$ cat config.mk
export PLATFORM = sky130hd
export DESIGN_NAME = pwr_gate_seq
export DESIGN_NICKNAME = d
export VERILOG_FILES = /design/src/rtl/pwr_gate_pkg.sv /design/src/rtl/pwr_gate_dpath.sv /design/src/rtl/pwr_gate_ctrl.sv /design/src/rtl/pwr_gate_seq.sv
export SDC_FILE = /design/constraint.sdc
export NUM_CORES = 1
export LEC_CHECK = 0
export BUFFER_PORTS_ARGS = -buffer_cell sky130_fd_sc_hd__buf_2
export CELL_PAD_IN_SITES_DETAIL_PLACEMENT = 0
export CELL_PAD_IN_SITES_GLOBAL_PLACEMENT = 1
export CORE_AREA = 3 3 71 73
export CTS_CLUSTER_DIAMETER = 30
export DETAILED_ROUTE_END_ITERATION = 7
export DIE_AREA = 0 0 74 76
export PLACE_DENSITY = 0.85
export REMOVE_ABC_BUFFERS = 1
export SLEW_MARGIN = 20
export SYNTH_ARGS = -nofsm -noshare
export SYNTH_HDL_FRONTEND = slang
export SYNTH_SLANG_ARGS = --single-unit
$ cat constraint.sdc
create_clock -name clk -period 2.57 [get_ports clk]
set_clock_uncertainty 0.2 [all_clocks]
set_input_delay 0.3855 -clock clk [delete_from_list [all_inputs] [get_ports clk]]
set_output_delay 0.3855 -clock clk [all_outputs]
set_load 0.01 [all_outputs]
$ cat src/rtl/pwr_gate_pkg.sv
package pwr_gate_pkg;

  // strobes from sequencer control to datapath
  typedef struct packed {
    logic setEnPri;
    logic clrEnPri;
    logic setEnSec;
    logic clrEnSec;
    logic setIso;
    logic clrIso;
    logic relRst;
    logic asrRst;
    logic setClkDis;
    logic clrClkDis;
    logic setSram;
    logic clrSram;
    logic setProt;
    logic clrProt;
    logic loadTmr;
    logic markOn;
    logic markOff;
    logic markDone;
    logic raiseErr;
    logic clearErr;
  } seqStrobe_t;

  // conditions reported by the datapath
  typedef struct packed {
    logic pwrAllOn;
    logic pwrAllOff;
    logic sramAllSet;
    logic sramAllClr;
    logic protAllSet;
    logic protAllClr;
    logic tmrZero;
  } seqStatus_t;

  typedef enum logic [4:0] {
    S_IDLE,
    S_UP_EN1,
    S_UP_EN2,
    S_UP_WPWR,
    S_UP_CLK,
    S_UP_ISO,
    S_UP_RST,
    S_UP_SRAM,
    S_UP_WSRAM,
    S_UP_PROT,
    S_UP_WPROT,
    S_DN_PROT,
    S_DN_WPROT,
    S_DN_SRAM,
    S_DN_WSRAM,
    S_DN_ISO,
    S_DN_RST,
    S_DN_CLK,
    S_DN_EN1,
    S_DN_EN2,
    S_DN_WPWR
  } seqState_t;

endpackage

$ cat src/rtl/pwr_gate_dpath.sv
module pwr_gate_dpath
  import pwr_gate_pkg::*;
#(
  parameter int SRAM_REQ_W = 4,
  parameter int SRAM_ACK_W = 4,
  parameter logic [SRAM_ACK_W-1:0] SRAM_ACK_MASK = '1,
  parameter int PROT_W = 2,
  parameter logic [PROT_W-1:0] PROT_MASK = '1,
  parameter int TIMEOUT_CYC = 1024
) (
  input  logic                  clk,
  input  logic                  rstN,
  input  seqStrobe_t            stb,
  input  logic                  pwrAckPri,
  input  logic                  pwrAckSec,
  input  logic [SRAM_ACK_W-1:0] sramAck,
  input  logic [PROT_W-1:0]     busProtAck,
  output seqStatus_t            status,
  output logic                  pwrEnPri,
  output logic                  pwrEnSec,
  output logic                  isoEn,
  output logic                  rstDomN,
  output logic                  clkDis,
  output logic [SRAM_REQ_W-1:0] sramPdn,
  output logic [PROT_W-1:0]     busProtReq,
  output logic                  done,
  output logic                  isOn,
  output logic                  transit,
  output logic                  errTimeout
);

  localparam int TMR_W = $clog2(TIMEOUT_CYC + 1);
  localparam logic [TMR_W-1:0] TMR_LOAD = TMR_W'(TIMEOUT_CYC - 1);

  logic [TMR_W-1:0] tmrCnt;
  logic [SRAM_ACK_W-1:0] sramMasked;
  logic [PROT_W-1:0] protMasked;

  assign sramMasked = sramAck & SRAM_ACK_MASK;
  assign protMasked = busProtAck & PROT_MASK;

  always_comb begin
    status.pwrAllOn   = pwrAckPri & pwrAckSec;
    status.pwrAllOff  = ~pwrAckPri & ~pwrAckSec;
    status.sramAllSet = (sramMasked == SRAM_ACK_MASK);
    status.sramAllClr = (sramMasked == '0);
    status.protAllSet = (protMasked == PROT_MASK);
    status.protAllClr = (protMasked == '0);
    status.tmrZero    = (tmrCnt == '0);
  end

  assign transit = pwrAckPri ^ pwrAckSec;

  // domain control word; reset value keeps the domain off
  always_ff @(posedge clk or negedge rstN) begin
    if (!rstN) begin
      pwrEnPri   <= 1'b0;
      pwrEnSec   <= 1'b0;
      isoEn      <= 1'b1;
      rstDomN    <= 1'b0;
      clkDis     <= 1'b1;
      sramPdn    <= '1;
      busProtReq <= PROT_MASK;
    end else begin
      if (stb.setEnPri)  pwrEnPri <= 1'b1;
      if (stb.clrEnPri)  pwrEnPri <= 1'b0;
      if (stb.setEnSec)  pwrEnSec <= 1'b1;
      if (stb.clrEnSec)  pwrEnSec <= 1'b0;
      if (stb.setIso)    isoEn <= 1'b1;
      if (stb.clrIso)    isoEn <= 1'b0;
      if (stb.relRst)    rstDomN <= 1'b1;
      if (stb.asrRst)    rstDomN <= 1'b0;
      if (stb.setClkDis) clkDis <= 1'b1;
      if (stb.clrClkDis) clkDis <= 1'b0;
      if (stb.setSram)   sramPdn <= '1;
      if (stb.clrSram)   sramPdn <= '0;
      if (stb.setProt)   busProtReq <= PROT_MASK;
      if (stb.clrProt)   busProtReq <= '0;
    end
  end

  // wait timer: reloaded when a wait opens, counts down to zero
  always_ff @(posedge clk or negedge rstN) begin
    if (!rstN) begin
      tmrCnt <= '0;
    end else if (stb.loadTmr) begin
      tmrCnt <= TMR_LOAD;
    end else if (tmrCnt != '0) begin
      tmrCnt <= tmrCnt - 1'b1;
    end
  end

  // status flags
  always_ff @(posedge clk or negedge rstN) begin
    if (!rstN) begin
      done       <= 1'b0;
      isOn       <= 1'b0;
      errTimeout <= 1'b0;
    end else begin
      done <= stb.markDone;
      if (stb.markOn)   isOn <= 1'b1;
      if (stb.markOff)  isOn <= 1'b0;
      if (stb.clearErr) errTimeout <= 1'b0;
      if (stb.raiseErr) errTimeout <= 1'b1;
    end
  end

endmodule

$ cat src/rtl/pwr_gate_ctrl.sv
module pwr_gate_ctrl
  import pwr_gate_pkg::*;
#(
  parameter bit HAS_SRAM_WAIT = 1'b1,
  parameter bit HAS_PROT      = 1'b1
) (
  input  logic       clk,
  input  logic       rstN,
  input  logic       reqOn,
  input  logic       reqOff,
  input  logic       isOn,
  input  seqStatus_t status,
  output seqStrobe_t stb,
  output logic       busy
);

  seqState_t state, nxt;

  always_ff @(posedge clk or negedge rstN) begin
    if (!rstN) state <= S_IDLE;
    else       state <= nxt;
  end

  assign busy = (state != S_IDLE);

  always_comb begin
    nxt = state;
    stb = '0;
    case (state)
      S_IDLE: begin
        if (reqOn) begin
          if (isOn) begin
            stb.markDone = 1'b1;
          end else begin
            stb.clearErr = 1'b1;
            nxt = S_UP_EN1;
          end
        end else if (reqOff) begin
          if (!isOn) begin
            stb.markDone = 1'b1;
          end else begin
            stb.clearErr = 1'b1;
            nxt = HAS_PROT ? S_DN_PROT : S_DN_SRAM;
          end
        end
      end
      // power-up
      S_UP_EN1: begin
        stb.setEnPri = 1'b1;
        nxt = S_UP_EN2;
      end
      S_UP_EN2: begin
        stb.setEnSec = 1'b1;
        stb.loadTmr  = 1'b1;
        nxt = S_UP_WPWR;
      end
      S_UP_WPWR: begin
        if (status.pwrAllOn) begin
          nxt = S_UP_CLK;
        end else if (status.tmrZero) begin
          stb.raiseErr = 1'b1;
          nxt = S_IDLE;
        end
      end
      S_UP_CLK: begin
        stb.clrClkDis = 1'b1;
        nxt = S_UP_ISO;
      end
      S_UP_ISO: begin
        stb.clrIso = 1'b1;
        nxt = S_UP_RST;
      end
      S_UP_RST: begin
        stb.relRst = 1'b1;
        nxt = S_UP_SRAM;
      end
      S_UP_SRAM: begin
        stb.clrSram = 1'b1;
        stb.loadTmr = 1'b1;
        if (HAS_SRAM_WAIT) begin
          nxt = S_UP_WSRAM;
        end else if (HAS_PROT) begin
          nxt = S_UP_PROT;
        end else begin
          stb.markOn   = 1'b1;
          stb.markDone = 1'b1;
          nxt = S_IDLE;
        end
      end
      S_UP_WSRAM: begin
        if (status.sramAllClr) begin
          if (HAS_PROT) begin
            nxt = S_UP_PROT;
          end else begin
            stb.markOn   = 1'b1;
            stb.markDone = 1'b1;
            nxt = S_IDLE;
          end
        end else if (status.tmrZero) begin
          stb.raiseErr = 1'b1;
          nxt = S_IDLE;
        end
      end
      S_UP_PROT: begin
        stb.clrProt = 1'b1;
        stb.loadTmr = 1'b1;
        nxt = S_UP_WPROT;
      end
      S_UP_WPROT: begin
        if (status.protAllClr) begin
          stb.markOn   = 1'b1;
          stb.markDone = 1'b1;
          nxt = S_IDLE;
        end else if (status.tmrZero) begin
          stb.raiseErr = 1'b1;
          nxt = S_IDLE;
        end
      end
      // power-down
      S_DN_PROT: begin
        stb.setProt = 1'b1;
        stb.loadTmr = 1'b1;
        nxt = S_DN_WPROT;
      end
      S_DN_WPROT: begin
        if (status.protAllSet) begin
          nxt = S_DN_SRAM;
        end else if (status.tmrZero) begin
          stb.raiseErr = 1'b1;
          nxt = S_IDLE;
        end
      end
      S_DN_SRAM: begin
        stb.setSram = 1'b1;
        stb.loadTmr = 1'b1;
        nxt = HAS_SRAM_WAIT ? S_DN_WSRAM : S_DN_ISO;
      end
      S_DN_WSRAM: begin
        if (status.sramAllSet) begin
          nxt = S_DN_ISO;
        end else if (status.tmrZero) begin
          stb.raiseErr = 1'b1;
          nxt = S_IDLE;
        end
      end
      S_DN_ISO: begin
        stb.setIso = 1'b1;
        nxt = S_DN_RST;
      end
      S_DN_RST: begin
        stb.asrRst = 1'b1;
        nxt = S_DN_CLK;
      end
      S_DN_CLK: begin
        stb.setClkDis = 1'b1;
        nxt = S_DN_EN1;
      end
      S_DN_EN1: begin
        stb.clrEnPri = 1'b1;
        nxt = S_DN_EN2;
      end
      S_DN_EN2: begin
        stb.clrEnSec = 1'b1;
        stb.loadTmr  = 1'b1;
        nxt = S_DN_WPWR;
      end
      S_DN_WPWR: begin
        if (status.pwrAllOff) begin
          stb.markOff  = 1'b1;
          stb.markDone = 1'b1;
          nxt = S_IDLE;
        end else if (status.tmrZero) begin
          stb.raiseErr = 1'b1;
          nxt = S_IDLE;
        end
      end
      default: nxt = S_IDLE;
    endcase
  end

endmodule

$ cat src/rtl/pwr_gate_seq.sv
module pwr_gate_seq
  import pwr_gate_pkg::*;
#(
  parameter int SRAM_REQ_W = 4,
  parameter int SRAM_ACK_W = 4,
  parameter logic [SRAM_ACK_W-1:0] SRAM_ACK_MASK = '1,
  parameter int PROT_W = 2,
  parameter logic [PROT_W-1:0] PROT_MASK = '1,
  parameter int TIMEOUT_CYC = 1024
) (
  input  logic                  clk,
  input  logic                  rstN,
  input  logic                  reqOn,
  input  logic                  reqOff,
  input  logic                  pwrAckPri,
  input  logic                  pwrAckSec,
  input  logic [SRAM_ACK_W-1:0] sramAck,
  input  logic [PROT_W-1:0]     busProtAck,
  output logic                  pwrEnPri,
  output logic                  pwrEnSec,
  output logic                  isoEn,
  output logic                  rstDomN,
  output logic                  clkDis,
  output logic [SRAM_REQ_W-1:0] sramPdn,
  output logic [PROT_W-1:0]     busProtReq,
  output logic                  busy,
  output logic                  done,
  output logic                  isOn,
  output logic                  transit,
  output logic                  errTimeout
);

  localparam bit HAS_SRAM_WAIT = (SRAM_ACK_MASK != '0);
  localparam bit HAS_PROT      = (PROT_MASK != '0);

  seqStrobe_t stb;
  seqStatus_t status;

  pwr_gate_ctrl #(
    .HAS_SRAM_WAIT(HAS_SRAM_WAIT),
    .HAS_PROT(HAS_PROT)
  ) ctrl_i (
    .clk(clk),
    .rstN(rstN),
    .reqOn(reqOn),
    .reqOff(reqOff),
    .isOn(isOn),
    .status(status),
    .stb(stb),
    .busy(busy)
  );

  pwr_gate_dpath #(
    .SRAM_REQ_W(SRAM_REQ_W),
    .SRAM_ACK_W(SRAM_ACK_W),
    .SRAM_ACK_MASK(SRAM_ACK_MASK),
    .PROT_W(PROT_W),
    .PROT_MASK(PROT_MASK),
    .TIMEOUT_CYC(TIMEOUT_CYC)
  ) dpath_i (
    .clk(clk),
    .rstN(rstN),
    .stb(stb),
    .pwrAckPri(pwrAckPri),
    .pwrAckSec(pwrAckSec),
    .sramAck(sramAck),
    .busProtAck(busProtAck),
    .status(status),
    .pwrEnPri(pwrEnPri),
    .pwrEnSec(pwrEnSec),
    .isoEn(isoEn),
    .rstDomN(rstDomN),
    .clkDis(clkDis),
    .sramPdn(sramPdn),
    .busProtReq(busProtReq),
    .done(done),
    .isOn(isOn),
    .transit(transit),
    .errTimeout(errTimeout)
  );

endmodule

# After elaboration in Yosys (flattened, before gate mapping)
# Index checks and enable logic that the tools add are counted.
# Widths: inputs -> output; s select.
# op_classes
bitwise	5
n_addsub	1
n_mux	67
n_reduce_logical	18
n_eq_ne	25
# ops
op	n
$pmux 5 s21	1
$mux 5	11
$mux 1	46
$eq 5x4->1 const B	8
$eq 5x5->1 const B	5
$mux 11	2
$eq 5x3->1 const B	4
$reduce_bool 2->1	10
$logic_not 11->1	1
$reduce_bool 11->1	1
$sub 11x1->11 const B	1
$eq 5x2->1 const B	2
$mux 4	2
$mux 2	3
$ne 3x3->1 const B	2
$pmux 1 s6	1
$reduce_or 6->1	1
$eq 5x1->1 const B	1
$logic_not 5->1	1
$reduce_bool 5->1	1
$eq 4x4->1 const B	1
$logic_not 4->1	1
$ne 3x2->1 const B	1
$pmux 1 s3	1
other kinds (6)	8
# word_totals
reg_bits	30
word_cells	128
output_inout_bits	16

# Longest topological paths before layout
# depth
depth_word	6
mapped_depth	6

# Cells and area by module
# Synthesis repeated with hierarchy kept, for this count alone.
# hier_totals
hier_cells	211
area_unflattened_um2	1783.0
# modules_own_cells
mod	cells_each	area_each_um2	seq_area_each_um2	n_inst
pwr_gate_dpath	99	1026.0	530.5	1
pwr_gate_ctrl	112	757.0	125.1	1

# Worst setup path before layout
# Ideal clock, no wire load.
# synth_timing
path_kind	input -> register
from	input port sramAck[1]
to	register dpath_i.errTimeout
arrival_ps	1574
n_path_buf	0
cell_stages	4
setup_ps	127
slack_ps	670
path_cell_list	or4_4 o2111a_2 a2111oi_4 o41ai_2
# synth_via
elab_chain_cells	4
elab_cells_between_ends	7
# synth_rtl
item	line_no	rtl
start: declaration	pwr_gate_seq.sv:17	input logic [SRAM_ACK_W-1:0] sramAck,
$eq 4x4->1 or $logic_not 4->1 (tied branches)	pwr_gate_dpath.sv:45, pwr_gate_dpath.sv:46	
$mux 1, on equally long branches	pwr_gate_ctrl.sv:139, pwr_gate_ctrl.sv:91	
$pmux 1 s6 *	pwr_gate_ctrl.sv:29	case (state)
$mux 1 or $reduce_bool 2->1 (tied branches)	--	
end signal: assignment	pwr_gate_dpath.sv:98	errTimeout <= 1'b0;
end signal: assignment	pwr_gate_dpath.sv:103	if (stb.clearErr) errTimeout <= 1'b0;
end signal: assignment	pwr_gate_dpath.sv:104	if (stb.raiseErr) errTimeout <= 1'b1;
end: declaration	pwr_gate_dpath.sv:29	output logic errTimeout
# Every way passes the cells marked *; elsewhere a longest branch is shown, timed or not.
# A chain may end at the register's enable or synchronous reset.

# Worst setup path in the final report
# layout_timing
from	register ctrl_i.state[3]
to	output port busy
# layout_via
elab_chain_cells	1
# layout_rtl
item	line_no	rtl
start: declaration	pwr_gate_ctrl.sv:17	seqState_t state, nxt;
start signal: assignment	pwr_gate_ctrl.sv:21	else state <= nxt;
$reduce_bool 5->1	pwr_gate_ctrl.sv:24	assign busy = (state != S_IDLE);
end: declaration	pwr_gate_seq.sv:26	output logic busy,
# No other way between the ends.

==> flow_metrics.env <==
export IMPL_rsz0062_at_grt="no"
export IMPL_firstDrtPassIters=4
export IMPL_dp_hpwl_mm=3.26
export IMPL_multi_input_area_sq_um=1100
export IMPL_grtUsageTotal=0.163
export IMPL_vias=1672
export IMPL_postCtsSetupRepairBufs=0
export IMPL_wl_mm=4.47
export IMPL_crit_chain="nor2_1 -> nand2_1 -> buf_2"
export IMPL_finish_instance_area_sq_um=2140
export IMPL_critPathMaxStageDelay_ps=540
export IMPL_largest_registers="dpath_i.tmrCnt x11, ctrl_i.state x5"
export IMPL_seq_area_sq_um=656
export IMPL_overflow=0
export IMPL_die_h_microns=76
export IMPL_insertion_delay_ps=280
export IMPL_ys_types=61
export IMPL_nets=247
export IMPL_period_share=0.873
export IMPL_start_kind="flip-flop"
export IMPL_row_count=24
export IMPL_critPathBufInv=1
export IMPL_yosys_warnings=0
export IMPL_dieWidth_microns=74
export IMPL_fillers=422
export IMPL_drt_iter0_drc=107
export IMPL_worstPathRequired_ps=1980
export IMPL_crit_start="ctrl_i.state[3]$_DFFE_PN0P_"
export IMPL_grt_antenna_before_repair=0
export IMPL_dpl_cell_area_sq_um=2060
export IMPL_cpLargestDelayFamily="simple AND/OR/NAND/NOR gates"
export IMPL_status="complete, no violations"
export IMPL_cts_buffers=3
export IMPL_routabilityCongestion=0.893
export IMPL_placed_cells_incl_taps=277
export IMPL_reg2reg_from="ctrl_i.state[0]$_DFFE_PN0P_"
export IMPL_diodes=0
export IMPL_crit_fanout=13
export IMPL_slowest_stage="dfrtp_1"
export IMPL_final_util=0.484
export IMPL_ys_seq_area_frac=0.347
export IMPL_tns_ps=0
export IMPL_core_area_sq_um=4410
export IMPL_path_class="reg -> out"
export IMPL_worst_hold_path_type="reg -> reg"
export IMPL_synth_edf_count=0
export IMPL_port_buffers=27
export IMPL_reg2reg_slack_ps=470
export IMPL_grt_pass1_wl_mm=7.45
export IMPL_final_cells=282
export IMPL_syn_area_per_cell_sq_um=9.14
export IMPL_async_flop_share=1.00
export IMPL_relSlewSlack=0.588
export IMPL_syn_area_sq_um=1890
export IMPL_syn_inst=207
export IMPL_timing_rr_end="ctrl_i.state[1]$_DFFE_PN0P_"
export IMPL_period_minus_slack_ps=2240
export IMPL_reg2regPathDepth=4
export IMPL_drv_slew=0
export IMPL_pwr_density_cell_nw_per_um2=984
export IMPL_area_growth_pct=13.0
export IMPL_tightestPinTransition_ps=618
export IMPL_vias_per_cell=5.93
export IMPL_cts_root_buf="clkbuf_8"
export IMPL_cts_sink_count=26
export IMPL_p_leak_nw=0.849
export IMPL_drive_gt1_frac=0.261
export IMPL_ioPinCount=28
export IMPL_grt_max_degree=27
export IMPL_fmax_mhz=446
export IMPL_synth_ff_type="dfrtp_1"
export IMPL_grt_pass1_vias=1570
export IMPL_dieArea_sq_um=5620
export IMPL_drc=0
export IMPL_endpoint="busy"
export IMPL_cp_depth=3
export IMPL_finalHoldViolCount=0
export IMPL_cts_tree="built"
export IMPL_start_util=0.429
export IMPL_largest_reg_flops=11
export IMPL_arrival_ps=1660
export IMPL_htreeDepth=1
export IMPL_detail_route_wl_per_cell_microns=15.9
export IMPL_setup_violations_final=0
export IMPL_worstSetupEndpointType="output port"
export IMPL_ys_ff_latch=26
export IMPL_irDropWorstVdd_mv=0.394
export IMPL_ant_nets=0
export IMPL_hold_ws_ps=275
export IMPL_top_register="dpath_i.tmrCnt"
export IMPL_clk_path_buf_depth=2
export IMPL_max_cap_violations=0
export IMPL_cts_clk_slew_worst_paths_ps=100
where the power goes:
group          internal, mW  switching [mW]
combinational         0.467           0.556
sequential            0.537           0.194
clock                 0.209           0.142
total                  1.21           0.892
worst min-delay path by stage:
stage	start	endpoint	slack [ps]	depth (start not counted)
after global placement	rstN	dpath_i.tmrCnt[5]$_DFFE_PN0P_	240	1
final	dpath_i.clkDis$_DFFE_PN1P_	dpath_i.clkDis$_DFFE_PN1P_	270	2
after floorplan	rstN	ctrl_i.state[0]$_DFFE_PN0P_	-110	0
after detailed placement	rstN	dpath_i.tmrCnt[5]$_DFFE_PN0P_	240	1
after CTS	dpath_i.clkDis$_DFFE_PN1P_	dpath_i.clkDis$_DFFE_PN1P_	280	2
after global routing	dpath_i.clkDis$_DFFE_PN1P_	dpath_i.clkDis$_DFFE_PN1P_	310	2
layout by cell type, fill, tap and decap left out, types with 2 or more instances in the layout:
cell type,Yosys,final
buf_2,4,27
dfrtp_1,22,22
nor2_1,16,16
nand3_1,15,15
inv_1,11,11
nand2_1,11,11
o21ai_0,11,11
buf_4,5,8
a21oi_1,7,7
xnor2_1,7,7
a31oi_1,6,6
nand2b_1,5,5
nor2b_1,5,5
nor3_1,4,4
nand4_1,4,4
ha_1,4,4
dfstp_2,4,4
nor3b_1,3,3
nand3b_1,3,3
and4_1,3,3
mux2i_1,3,3
clkbuf_8,0,3
nor3_2,2,2
o21a_1,2,2
mux2_2,2,2
o22ai_1,2,2
o311ai_1,2,2
nor4b_1,2,2
o221ai_1,2,2
a311oi_1,2,2
tightest hold or removal path, stage by stage, from the launching register on:
cell,delay [ps]
dfstp_2,380
o41ai_1,50
nand2_1,50
metal layers:
metal	part of all wire	up-vias	global-route usage	wire length, microns
met1	0.46	801	0.222	2060
met5	0	-	0	0
met3	0.040	7	0.0224	180
li1	-	817	-	-
met2	0.49	47	0.273	2190
met4	0.0092	0	0.0272	41
through the flow:
stage          setup slack, ps  power [mW]
2_1_floorplan              359        1.39
3_3_place_gp               493        1.75
3_5_place_dp               497        1.76
4_1_cts                    358        2.11
5_1_grt                    265        2.27
6_report                   326        2.10
cells by family after synthesis:
family / count (synthesis) / synth area share
AO/OA/AOI/OAI: 50 / 0.208
flip-flops: 26 / 0.347
buffers and inverters: 28 / 0.0721
AND/OR/NAND/NOR: 87 / 0.286
adder cells (fa/ha/maj): 4 / 0.0265
XOR/XNOR: 7 / 0.0324
multiplexers: 5 / 0.0278
layout make-up:
type	count	share of cell area
clock inverter	1	0.0140
inverter	11	0.0193
tap	52	0.0304
multi-input combinational	153	0.514
clock buffer	3	0.0193
sequential	26	0.307
timing repair buffer	36	0.0960
Yosys cell counts, types with 3 or more instances:
library cell | n | area [sq um]
o21ai_0 | 11 | 55.1
ha_1 | 4 | 50.1
nand4_1 | 4 | 25.0
a21oi_1 | 7 | 35.0
nand3b_1 | 3 | 22.5
dfrtp_1 | 22 | 551
nand2_1 | 11 | 41.3
nand2b_1 | 5 | 31.3
nand3_1 | 15 | 75.1
nor2b_1 | 5 | 31.3
inv_1 | 11 | 41.3
dfstp_2 | 4 | 105
mux2i_1 | 3 | 30.0
buf_4 | 5 | 37.5
nor2_1 | 16 | 60.1
nor3_1 | 4 | 20.0
a31oi_1 | 6 | 37.5
nor3b_1 | 3 | 22.5
and4_1 | 3 | 26.3
xnor2_1 | 7 | 61.3
buf_2 | 4 | 20.0
clkbuf_1 | 7 | 26.3
timing repair:
item,CTS,global route
resized for setup,0,0
hold buffers,1,0
hold endpoints to repair,22,0
No activity file was read; power rests on OpenSTA's default activity.
